$ cat config.mk
export PLATFORM = sky130hd
export DESIGN_NAME = hamm_syn_dec
export DESIGN_NICKNAME = d
export VERILOG_FILES = /design/src/rtl/hamm_syn_pkg.sv /design/src/rtl/hamm_popcnt.sv /design/src/rtl/hamm_patch.sv /design/src/rtl/hamm_syn_dec.sv
export SDC_FILE = /design/constraint.sdc
export NUM_CORES = 1
export LEC_CHECK = 0
export BUFFER_PORTS_ARGS = -buffer_cell sky130_fd_sc_hd__buf_2
export CORE_ASPECT_RATIO = 0.6
export CORE_UTILIZATION = 50
export DETAILED_ROUTE_END_ITERATION = 16
export GPL_TIMING_DRIVEN = 0
export HOLD_SLACK_MARGIN = 0.1
export PLACE_DENSITY = 0.87
export SLEW_MARGIN = 10
export SYNTH_ARGS = -nofsm -noshare
export SYNTH_HDL_FRONTEND = slang
export SYNTH_SLANG_ARGS = --single-unit
export TNS_END_PERCENT = 30
$ cat constraint.sdc
create_clock -name clk -period 2.45 [get_ports clk]
set_input_delay 0.1225 -clock clk [delete_from_list [all_inputs] [get_ports clk]]
set_output_delay 0.1225 -clock clk [all_outputs]
set_load 0.02 [all_outputs]
$ cat src/rtl/hamm_syn_pkg.sv
package hamm_syn_pkg;
  localparam int CODE_W  = 24;
  localparam int BYTE_AW = 9;
  localparam int BIT_AW  = 3;
  localparam int FIX_ONES = 12;
  localparam int CODE_ERR_ONES = 23;

  typedef enum logic [1:0] {
    V_CLEAN     = 2'b00,
    V_FIXABLE   = 2'b01,
    V_UNFIXABLE = 2'b10,
    V_CODE_ERR  = 2'b11
  } verdict_e;

  function automatic logic [BIT_AW-1:0] pick_bit(input logic [CODE_W-1:0] s);
    return {s[5], s[3], s[1]};
  endfunction

  function automatic logic [BYTE_AW-1:0] pick_byte(input logic [CODE_W-1:0] s);
    return {s[23], s[21], s[19], s[17], s[15], s[13], s[11], s[9], s[7]};
  endfunction

  function automatic verdict_e classify(input logic [5:0] ones);
    if (ones == 6'd0)                  return V_CLEAN;
    else if (ones >= 6'(CODE_ERR_ONES)) return V_CODE_ERR;
    else if (ones == 6'(FIX_ONES))      return V_FIXABLE;
    else                               return V_UNFIXABLE;
  endfunction
endpackage

$ cat src/rtl/hamm_popcnt.sv
module hamm_popcnt #(
  parameter int W = 24,
  localparam int CW = $clog2(W + 1)
) (
  input  logic [W-1:0]  vec,
  output logic [CW-1:0] ones
);
  logic [CW-1:0] part [W+1];
  assign part[0] = '0;
  for (genvar i = 0; i < W; i++) begin : g_add
    assign part[i+1] = part[i] + CW'(vec[i]);
  end
  assign ones = part[W];
endmodule

$ cat src/rtl/hamm_patch.sv
module hamm_patch #(
  parameter int AW = 9
) (
  input  logic          enable,
  input  logic [AW-1:0] tgt_idx,
  input  logic [2:0]    tgt_bit,
  input  logic [AW-1:0] idx,
  input  logic [7:0]    din,
  output logic [7:0]    dout,
  output logic          hit
);
  logic [7:0] mask;
  always_comb begin
    hit  = enable && (idx == tgt_idx);
    mask = hit ? (8'd1 << tgt_bit) : 8'd0;
    dout = din ^ mask;
  end
endmodule

$ cat src/rtl/hamm_syn_dec.sv
module hamm_syn_dec
  import hamm_syn_pkg::*;
(
  input  logic               clk,
  input  logic               rst_n,
  input  logic               start,
  input  logic [CODE_W-1:0]  code_stored,
  input  logic [CODE_W-1:0]  code_calc,
  output logic               done,
  output logic [1:0]         verdict,
  output logic [BYTE_AW-1:0] byte_addr,
  output logic [BIT_AW-1:0]  bit_addr,
  input  logic [BYTE_AW-1:0] patch_idx,
  input  logic [7:0]         patch_in,
  output logic [7:0]         patch_out,
  output logic               patch_hit
);
  localparam int NB = CODE_W / 8;
  localparam int CW = $clog2(CODE_W + 1);

  logic [CODE_W-1:0] syn;
  for (genvar b = 0; b < NB; b++) begin : g_xor
    assign syn[b*8 +: 8] = code_stored[b*8 +: 8] ^ code_calc[b*8 +: 8];
  end

  logic [CW-1:0] ones;
  hamm_popcnt #(.W(CODE_W)) u_pop (.vec(syn), .ones(ones));

  verdict_e          nxt_v;
  assign nxt_v = classify(6'(ones));

  verdict_e          v_q;
  logic              done_q;
  logic [BYTE_AW-1:0] byte_q;
  logic [BIT_AW-1:0]  bit_q;

  always_ff @(posedge clk or negedge rst_n) begin
    if (!rst_n) begin
      v_q    <= V_CLEAN;
      done_q <= 1'b0;
      byte_q <= '0;
      bit_q  <= '0;
    end else begin
      done_q <= start;
      if (start) begin
        v_q    <= nxt_v;
        byte_q <= pick_byte(syn);
        bit_q  <= pick_bit(syn);
      end
    end
  end

  assign done      = done_q;
  assign verdict   = v_q;
  assign byte_addr = byte_q;
  assign bit_addr  = bit_q;

  wire fix_armed = (v_q == V_FIXABLE);

  hamm_patch #(.AW(BYTE_AW)) u_patch (
    .enable (fix_armed),
    .tgt_idx(byte_q),
    .tgt_bit(bit_q),
    .idx    (patch_idx),
    .din    (patch_in),
    .dout   (patch_out),
    .hit    (patch_hit)
  );

  AST_DONE_AFTER_START: assert property (@(posedge clk) disable iff (!rst_n)
    start |=> done);
  AST_HOLD_NO_START: assert property (@(posedge clk) disable iff (!rst_n)
    !start |=> $stable(verdict) && $stable(byte_addr) && $stable(bit_addr));
  AST_ZERO_IS_CLEAN: assert property (@(posedge clk) disable iff (!rst_n)
    (start && code_stored == code_calc) |=> verdict == V_CLEAN);
  AST_FIX_COUNT: assert property (@(posedge clk) disable iff (!rst_n)
    (start && $countones(code_stored ^ code_calc) == FIX_ONES) |=> verdict == V_FIXABLE);
  AST_CODE_ERR: assert property (@(posedge clk) disable iff (!rst_n)
    (start && $countones(code_stored ^ code_calc) >= CODE_ERR_ONES) |=> verdict == V_CODE_ERR);
  AST_PATCH_ONE_BIT: assert property (@(posedge clk) disable iff (!rst_n)
    patch_hit |-> $onehot0(patch_in ^ patch_out) && (patch_in != patch_out));
  AST_NO_PATCH_UNLESS_FIX: assert property (@(posedge clk) disable iff (!rst_n)
    (verdict != V_FIXABLE) |-> (patch_out == patch_in) && !patch_hit);
endmodule

==> run metrics <==
status complete, but fails checks; failing checks setup timing; GRT overflow 0; YS warnings 0; Setup violations, final 2; number of hold violations in the final report 0; Routed WL 4270 µm; cells after synthesis 180; main area contributors after synthesis dfrtp_1 21%, fa_1 19%, xnor2_1 11%; FILL cells 236; Post-Syn Nets 272; mapped cell area 1800 µm²; clock latency on the worst-skew pair 0.25 ns; CP most frequent cell fa_1; initial antenna violation count 0; CP Max Fanout 4; critical path class in2reg; worst clock skew 0 ns; Distinct cells, synth 34; Setup WS post-layout -2.01 ns; CP required 2.55 ns; Clock Sinks 15; layout cells sized above 1 43.0%; total die area 3860 µm²; Yosys top cell by area dfrtp_1; worst hold stages 3; hold_ws 0.208 ns; Placer Congestion 0.813; row count 16; Area growth, synth to finish 35.4%; I/O Buffers 91; Multi-input gate area 1380 µm²; HP Class in2reg; Fin Setup TNS -3.96 ns; final core occ 73.1%; CP max-delay cell fa_2; Worst EP arrival 4.56 ns; gr usage total 24.4%; Rel. slew slack 50.9%; area fraction of the dominant cell type after synthesis 20.8%; Max VDD drop 1.39 mV; Yosys reg bits 15; DR vias 1,646; Max Fclk 0.224 GHz; Clock Pin Slew Worst Setup and Hold Paths 0.06 ns; register area share after synthesis 20.8%; post-DR wirelength/cell 13.3 µm; Worst Setup End Kind flop; Worst-Margin Slew 0.732 ns; io pins 92; die width 79.6 µm; clock root buffer clkbuf_8; NumNets Final 370; Initial Util 54.0%; Final Cycle Share 182%; Residual DRC 0; worst reg2reg path depth 2; Vias/cell 5.11; TritonRoute pass-1 iters 4; Startpoint Class input port; Die H 48.5 µm; diodes inserted 0; Detailed Place HPWL 3700 µm; Slew Viols, Final 0; Sequential cell area 375 µm²; Setup Buffers After CTS 0; Max Cap Viol 0; H-tree Lvls 1; RSZ-0062 raised after global routing yes; initial DRC count 46; Longest Clk Path Bufs 2; pin count of the biggest net entering global routing 16; global-route wire length before repair 7200 µm; CP Cell Sequence buf_2 > xnor2_4 > fa_1 > inv_1 > fa_1 > inv_2 > fa_1 > fa_1 > fa_1 > fa_2 > fa_2 > nand4bb_1 > o311ai_1 > o31ai_1 > a31oi_1; vias in the first global route 1,627; Leak 1.19 nW; Mapped Avg Cell Area 10.0 µm²; ANT nets after route 0; CTS buffer count 3; TritonCTS clock tree yes; P per Cell Area 1520 nW/µm²; Final min period 4.46 ns; Critical Path Max Stage Delay 0.62 ns; Core Region 3340 µm²
==> cell usage after synthesis <==
cell type / n
xnor3_1: 1
buf_6: 1
or4_4: 1
or3_1: 2
nand3_1: 6
dfrtp_1: 15
xnor2_1: 23
and3_1: 2
or4_1: 1
a21o_1: 1
nor3b_1: 1
nor2_1: 12
mux2_2: 4
nand2_1: 1
nand3b_1: 4
nor4_1: 1
nor2b_1: 1
o211a_1: 1
and3b_1: 3
clkbuf_1: 4
o311ai_0: 1
xor2_1: 19
o21ai_0: 1
fa_1: 17
a31oi_1: 1
inv_1: 22
nand3_2: 1
nand4bb_1: 1
nand2b_1: 5
nor4_2: 8
a21oi_1: 10
o31ai_1: 1
o32a_1: 1
ha_1: 7
==> worst max-delay path, delay by kind of cell <==
kind            cells  cell delay (ns)
buf+inv             3             0.23
fa+ha+maj           7             3.49
compound gates      3             0.44
simple gates        1             0.13
xor+xnor            1             0.15
==> layout make-up <==
cell class | instances | area share, %
Buffer | 5 | 1.08
Timing Repair Buffer | 93 | 19.5
Sequential cell | 15 | 15.4
Tap cell | 45 | 2.30
Multi-Input combinational cell | 138 | 56.6
Inverter | 22 | 3.38
Clock buffer | 4 | 1.84
==> flip-flops by register name, summed over array words and instances, names as in the netlist <==
name       flops
bit_addr       3
byte_addr      9
done           1
verdict        2
==> report_power, final <==
part / internal, mW / switching (mW)
registers: 0.293 / 0.0529
logic: 1.60 / 1.57
clock network: 0.115 / 0.0862
total: 2.01 / 1.71
==> metrics by stage <==
step	instances	area (µm²)	power, mW	worst slack, ns
global placement	316	2360	3.27	-2.28
global route	322	2440	4.11	-2.15
CTS	322	2440	3.67	-1.98
finish	322	2440	3.72	-2.01
floorplan	180	1850	2.77	-1.92
detailed placement	316	2360	3.39	-2.29
==> cells by family (layout without fill, tap and decap cells) <==
group           after synthesis  in the layout  share of synthesized area, %
simple gates                 50             50                          19.5
xor+xnor                     43             43                          21.6
buf+inv                      27            124                          6.03
fa+ha+maj                    24             24                          23.7
compound gates               17             17                          5.83
flops                        15             15                          20.8
mux                           4              4                          2.50
==> layout by cell type (no fill, tap or decap), types with 2 or more instances in the layout <==
| cell type | instances |
|---|---|
| nand3b_1 | 4 |
| fa_2 | 2 |
| dfrtp_1 | 15 |
| xor2_1 | 19 |
| clkbuf_8 | 3 |
| clkbuf_1 | 5 |
| and3_1 | 2 |
| a21oi_1 | 9 |
| and3b_1 | 3 |
| xnor2_1 | 18 |
| nor2_1 | 12 |
| dlygate4sd3_1 | 2 |
| mux2_2 | 4 |
| ha_1 | 7 |
| inv_1 | 21 |
| xnor2_2 | 4 |
| nand3_1 | 6 |
| buf_2 | 91 |
| nand2b_1 | 5 |
| nor4_2 | 8 |
| fa_1 | 15 |
==> metal layers <==
layer | GRT usage (%) | up-vias | routed length, µm
met5 | 0 | - | 0
met4 | 5.15 | 0 | 44
met3 | 4.72 | 6 | 358
met2 | 39.0 | 88 | 2010
met1 | 34.5 | 762 | 1860
li1 | - | 790 | -
==> final timing paths <==
check | start | end | slack, ns
min in group asynchronous | rst_n | byte_addr[5]$_DFFE_PN0P_ | 0.31
worst min register to register | byte_addr[0]$_DFFE_PN0P_ | byte_addr[0]$_DFFE_PN0P_ | 0.57
max in group asynchronous | rst_n | done$_DFF_PN0_ | 1.88
worst max-delay path | code_calc[15] | verdict[0]$_DFFE_PN0P_ | -2.01
worst max register to register | bit_addr[1]$_DFFE_PN0P_ | bit_addr[1]$_DFFE_PN0P_ | 1.64
worst min-delay path | code_stored[13] | byte_addr[3]$_DFFE_PN0P_ | 0.21
==> repair_timing <==
| action | in CTS | in global routing |
|---|---|---|
| gates resized for setup | 3 | 1 |
| endpoints found under the hold margin | 16 | 0 |
| hold buffers | 2 | 0 |
| pin swaps | 3 | 3 |
| endpoints found under the setup margin | 2 | 2 |
No activity file was read; power rests on OpenSTA's default activity.
